--- config.mk ---
export PLATFORM = sky130hd
export DESIGN_NAME = tcs_timer_flags
export DESIGN_NICKNAME = d
export VERILOG_FILES = /design/src/rtl/tcs_pkg.sv /design/src/rtl/tcs_sync_edge.sv /design/src/rtl/tcs_counter.sv /design/src/rtl/tcs_channel.sv /design/src/rtl/tcs_status.sv /design/src/rtl/tcs_timer_flags.sv
export SDC_FILE = /design/constraint.sdc
export NUM_CORES = 1
export LEC_CHECK = 0
export ABC_AREA = 1
export BUFFER_PORTS_ARGS = -buffer_cell sky130_fd_sc_hd__buf_2
export CORE_UTILIZATION = 37
export CTS_CLUSTER_SIZE = 12
export DETAILED_ROUTE_END_ITERATION = 8
export PLACE_DENSITY = 0.64
export SYNTH_ARGS = -nofsm -noshare
export SYNTH_HDL_FRONTEND = slang
export SYNTH_SLANG_ARGS = --single-unit
--- constraint.sdc ---
create_clock -name clk -period 1.6 [get_ports clk]
set_clock_uncertainty 0.1 [all_clocks]
set_input_delay 0.08 -clock clk [delete_from_list [all_inputs] [get_ports clk]]
set_output_delay 0.08 -clock clk [all_outputs]
set_load 0.01 [all_outputs]
--- src/rtl/tcs_pkg.sv ---
package tcs_pkg;
  localparam int unsigned NUM_GR = 3;
  localparam int unsigned ADDR_W = 3;

  typedef enum logic [ADDR_W-1:0] {
    ADR_STAT = 3'd0,
    ADR_MODE = 3'd1,
    ADR_GRA  = 3'd2,
    ADR_GRB  = 3'd3,
    ADR_GRC  = 3'd4,
    ADR_CNT  = 3'd5
  } tcs_addr_e;
endpackage

--- src/rtl/tcs_sync_edge.sv ---
module tcs_sync_edge #(
  parameter int unsigned STAGES = 2
) (
  input  logic clk,
  input  logic rst,
  input  logic din,
  output logic rise
);
  // STAGES synchronizer flops plus one history flop for edge detection
  logic [STAGES:0] sh_q;

  always_ff @(posedge clk) begin
    if (rst) sh_q <= '0;
    else     sh_q <= {sh_q[STAGES-1:0], din};
  end

  assign rise = sh_q[STAGES-1] & ~sh_q[STAGES];
endmodule

--- src/rtl/tcs_counter.sv ---
module tcs_counter #(
  parameter int unsigned W = 16
) (
  input  logic         clk,
  input  logic         rst,
  input  logic         tick,
  output logic [W-1:0] cnt,
  output logic         stepped
);
  always_ff @(posedge clk) begin
    if (rst) begin
      cnt     <= '0;
      stepped <= 1'b0;
    end else begin
      stepped <= tick;
      if (tick) cnt <= cnt + W'(1);
    end
  end
endmodule

--- src/rtl/tcs_channel.sv ---
module tcs_channel #(
  parameter int unsigned W = 16
) (
  input  logic         clk,
  input  logic         rst,
  input  logic         capture_mode,
  input  logic         cap_rise,
  input  logic [W-1:0] cnt,
  input  logic         stepped,
  input  logic         wr_en,
  input  logic [W-1:0] wdata,
  output logic [W-1:0] gr,
  output logic         cap_evt,
  output logic         set_evt
);
  logic cmp_evt;

  assign cap_evt = capture_mode & cap_rise;
  // equality is only meaningful on the cycle right after an increment
  assign cmp_evt = ~capture_mode & stepped & (cnt == gr);
  assign set_evt = cap_evt | cmp_evt;

  always_ff @(posedge clk) begin
    if (rst)          gr <= '0;
    else if (cap_evt) gr <= cnt;
    else if (wr_en)   gr <= wdata;
  end
endmodule

--- src/rtl/tcs_status.sv ---
module tcs_status #(
  parameter int unsigned N = 3
) (
  input  logic         clk,
  input  logic         rst,
  input  logic [N-1:0] set_evt,
  input  logic         rd_stat,
  input  logic         wr_stat,
  input  logic [N-1:0] wdata,
  output logic [N-1:0] flags,
  output logic [N-1:0] arm
);
  logic [N-1:0] clr;

  assign clr = wr_stat ? (arm & ~wdata) : '0;

  always_ff @(posedge clk) begin
    if (rst) begin
      flags <= '0;
      arm   <= '0;
    end else begin
      if (wr_stat)      arm <= '0;
      else if (rd_stat) arm <= arm | flags;
      // set events override clearing in the same cycle
      flags <= (flags & ~clr) | set_evt;
    end
  end
endmodule

--- src/rtl/tcs_timer_flags.sv ---
module tcs_timer_flags
  import tcs_pkg::*;
#(
  parameter int unsigned CNT_W       = 16,
  parameter int unsigned SYNC_STAGES = 2
) (
  input  logic              clk,
  input  logic              rst,
  input  logic              bus_sel,
  input  logic              bus_wr,
  input  logic [ADDR_W-1:0] bus_addr,
  input  logic [CNT_W-1:0]  bus_wdata,
  output logic [CNT_W-1:0]  bus_rdata,
  input  logic              cnt_tick,
  input  logic [NUM_GR-1:0] cap_in,
  output logic [NUM_GR-1:0] status_flags
);
  logic [CNT_W-1:0]             cnt_q;
  logic                         stepped;
  logic [NUM_GR-1:0]            mode_q;
  logic [NUM_GR-1:0]            cap_rise;
  logic [NUM_GR-1:0]            cap_evt;
  logic [NUM_GR-1:0]            set_evt;
  logic [NUM_GR-1:0]            arm_q;
  logic [NUM_GR-1:0][CNT_W-1:0] gr;
  logic                         rd_acc, wr_acc, rd_stat, wr_stat;

  assign rd_acc  = bus_sel & ~bus_wr;
  assign wr_acc  = bus_sel & bus_wr;
  assign rd_stat = rd_acc & (bus_addr == ADR_STAT);
  assign wr_stat = wr_acc & (bus_addr == ADR_STAT);

  tcs_counter #(.W(CNT_W)) u_cnt (
    .clk(clk), .rst(rst), .tick(cnt_tick), .cnt(cnt_q), .stepped(stepped)
  );

  for (genvar i = 0; i < NUM_GR; i++) begin : g_ch
    logic gr_wr;
    assign gr_wr = wr_acc & (bus_addr == ADDR_W'(ADR_GRA + i));

    tcs_sync_edge #(.STAGES(SYNC_STAGES)) u_sync (
      .clk(clk), .rst(rst), .din(cap_in[i]), .rise(cap_rise[i])
    );

    tcs_channel #(.W(CNT_W)) u_chan (
      .clk(clk), .rst(rst), .capture_mode(mode_q[i]), .cap_rise(cap_rise[i]),
      .cnt(cnt_q), .stepped(stepped), .wr_en(gr_wr), .wdata(bus_wdata),
      .gr(gr[i]), .cap_evt(cap_evt[i]), .set_evt(set_evt[i])
    );
  end

  tcs_status #(.N(NUM_GR)) u_stat (
    .clk(clk), .rst(rst), .set_evt(set_evt), .rd_stat(rd_stat),
    .wr_stat(wr_stat), .wdata(bus_wdata[NUM_GR-1:0]),
    .flags(status_flags), .arm(arm_q)
  );

  always_ff @(posedge clk) begin
    if (rst) begin
      mode_q    <= '0;
      bus_rdata <= '0;
    end else begin
      if (wr_acc && bus_addr == ADR_MODE) mode_q <= bus_wdata[NUM_GR-1:0];
      if (rd_acc) begin
        case (bus_addr)
          ADR_STAT: bus_rdata <= CNT_W'(status_flags);
          ADR_MODE: bus_rdata <= CNT_W'(mode_q);
          ADR_GRA:  bus_rdata <= gr[0];
          ADR_GRB:  bus_rdata <= gr[1];
          ADR_GRC:  bus_rdata <= gr[2];
          ADR_CNT:  bus_rdata <= cnt_q;
          default:  bus_rdata <= '0;
        endcase
      end
    end
  end
endmodule

==> flow_summary.yaml <==
status:
  outcome: "finished clean"
synthesis:
  yosys-top-cells-area: "dfxtp_1, nand2_1, o21ai_0"
  yosysWarnings: 0
  seq_area_frac_synth: 0.370
  synth_seq_cells: 99
  yosys.area.top_type: "dfxtp_1"
  async_reset_ff_frac: 0
  synth_top_area_frac: 0.370
  syn_area_um2: 5360
  synthCells: 848
  syn_avg_cell_area_um2: 6.32
  syn-num-nets: 876
  ys_types: 28
  yosys-top-cells-count: "nand2_1, dfxtp_1, nor2_1"
  synthFlopType: "dfxtp_1"
  yosysMostFrequentCell: "nand2_1"
  synth_enable_flop_cells: 0
sta:
  fin_ws_ns: 0.159
  period_share: 0.901
  tns_ns: 0
  min_period_ns: 1.44
  maxSlewViolCount: 0
  tightestPinTransition_ns: 0.478
  rsz0062_at_grt: "no"
  setup_violations: 0
  fmax_mhz: 694
  slew_headroom: 0.681
  final_hold_viol_count: 0
die:
  dieArea_um2: 15000
  row_count: 43
  start_util: 0.383
  die-height_um: 122
  core_area_um2: 14000
  die_w_um: 122
  ios: 46
critical_path:
  crit_path_max_fanout: 6
  worstPathCellList: "buf_4 -> clkinvlp_4 -> nand2_1 -> nand2_1 -> nor2_1 -> nand2_1 -> nor2_1 -> nand3_1 -> a21oi_1"
  cp-start-kind: "register"
  cp-end-kind: "register"
  cpMostUsedCell: "nand2_1"
  crit_arrival_ns: 1.63
  critPathSlowestCell: "dfxtp_1"
  critPathKind: "reg2reg"
  slowest_delay_ns: 0.33
  critPathRequiredTime_ns: 1.79
drt:
  drtAntennaViolNets: 0
  drc_errors: 0
  drt_iter0_markers: 488
  wire_per_inst_um: 14.8
  vias: 5552
  wirelength_um: 16200
  vias_per_cell: 5.08
  drt_first_pass_iters: 5
finish:
  drive_gt1_frac: 0.152
  num_antenna_cells: 0
  final_area_um2: 6360
  nets: 935
  utilization: 0.454
  areaGrowthSynthToFinish_pct: 18.7
power:
  peakVddDrop_uv: 575
  p_leak_nw: 2.70
  p_per_area_nw_per_um2: 876
  power_w: 0.00557
clock_tree:
  cts_buffer_depth: 2
  clk_pin_slew_ns: 0.07
  htree_levels: 3
  cts_tree: "built"
  cts_root_buffer: "clkbuf_16"
  cts_made_buffers: 9
  cts_sinks: 99
  clk_latency_ns: 0.36
  cts_setup_buffers: 0
global_routing:
  grt_pass1_wl_um: 26000
  grt_pass1_vias: 5024
  grt_usage: 0.230
  antenna_found_initial: 0
  grt_max_degree: 69
  grt-ovfl-total: 0
place:
  dp_slack_ns: 0.0956
  numPortBuffers: 45
  gp_congestion: 0.898
  hpwlAfterDp_um: 11500
  place_area_um2: 5940
hold_path:
  hold_path.class: "in2reg"
flow_run:
  cap_violations: 0
## final timing paths
check / startpoint / to / slack, ns / cells past startpoint
hold / removal: bus_wdata[5] / g_ch[2].u_chan.gr[5]$_SDFFE_PP0P_ / 0.004 / 5
setup reg to reg: u_cnt.cnt[0]$_SDFFE_PP0P_ / u_stat.flags[1]$_SDFF_PP0_ / 0.16 / 9
hold reg to reg: g_ch[2].u_sync.sh_q[0]$_SDFF_PP0_ / g_ch[2].u_sync.sh_q[1]$_SDFF_PP0_ / 0.31 / 2
setup / recovery: u_cnt.cnt[0]$_SDFFE_PP0P_ / u_stat.flags[1]$_SDFF_PP0_ / 0.16 / 9
## logic make-up (layout without fill, tap and decap cells)
logic type / count (synthesis) / count (layout) / share of synthesized area
DFF: 99 / 99 / 0.370
xor gates and xnor gates: 4 / 4 / 0.00654
buffers and inverters: 140 / 204 / 0.108
AOI/OAI and AO/OA: 230 / 230 / 0.221
and+or+nand+nor: 374 / 374 / 0.292
adders and majority gates: 1 / 1 / 0.00234
## metrics by stage
stage          cells  hold slack [ns]
3_3_place_gp    1068            0.189
3_5_place_dp    1068            0.189
2_1_floorplan    848           0.0870
6_report        1092          0.00391
4_1_cts         1091          0.00677
5_1_grt         1092           0.0404
## area by class of cell
| type | count | area (µm²) |
|---|---|---|
| timing repair inverter | 1 | 5.00 |
| sequential | 99 | 1980 |
| inverter | 94 | 357 |
| clock inverter | 6 | 88.8 |
| clock buffer | 10 | 239 |
| timing repair buffer | 93 | 657 |
| multi-input combinational | 609 | 2800 |
| fill | 1472 | 7630 |
| tap | 180 | 225 |
## routing by layer
metal  GRT usage  up-vias  routed length, µm
met3      0.0432       20                936
met2       0.363      144               7270
met5           0        -                  0
met1       0.307     2523               7680
li1            -     2865                  -
met4      0.0922        0                321
## cell usage in the layout, fill, tap and decap left out, drive strengths merged, types with 3 or more instances in the layout
| master | n |
|---|---|
| xnor2 | 3 |
| dlygate4sd3 | 7 |
| o21ai | 137 |
| nand3 | 18 |
| nor2 | 108 |
| inv | 93 |
| nor3 | 4 |
| clkbuf | 10 |
| nand4 | 21 |
| buf | 86 |
| o22ai | 18 |
| clkinvlp | 4 |
| nand2 | 223 |
| dfxtp | 99 |
| a21oi | 71 |
## power breakdown
| part | internal [W] | switching [W] | leakage (nW) | total, W |
|---|---|---|---|---|
| Sequential | 0.00252 | 0.0000392 | 0.804 | 0.00256 |
| Combinational | 0.000209 | 0.000365 | 1.74 | 0.000573 |
| Clock | 0.00141 | 0.00102 | 0.155 | 0.00243 |
| Total | 0.00415 | 0.00142 | 2.70 | 0.00557 |
## flip-flops by register name, indices dropped and copies added (netlist names)
register / flops
mode_q: 3
g_ch.u_sync.sh_q: 9
bus_rdata: 16
u_stat.flags: 3
u_stat.arm: 3
g_ch.u_chan.gr: 48
u_cnt.cnt: 16
u_cnt.stepped: 1
## worst max-delay path: cells and delay by family, from the launching register on
family                 cells  cell delay (ns)
AND/OR/NAND/NOR            6             0.52
flip-flops                 1             0.33
buffers and inverters      2             0.29
AO/OA/AOI/OAI              1             0.12
## timing repair
action | 4_1_cts | 5_1_grt
hold buffers | 7 | 0
setup endpoints to repair | 0 | 14
hold endpoints to repair | 9 | 0
resized for setup | 0 | 6
Power figures use the tool's default switching activity.
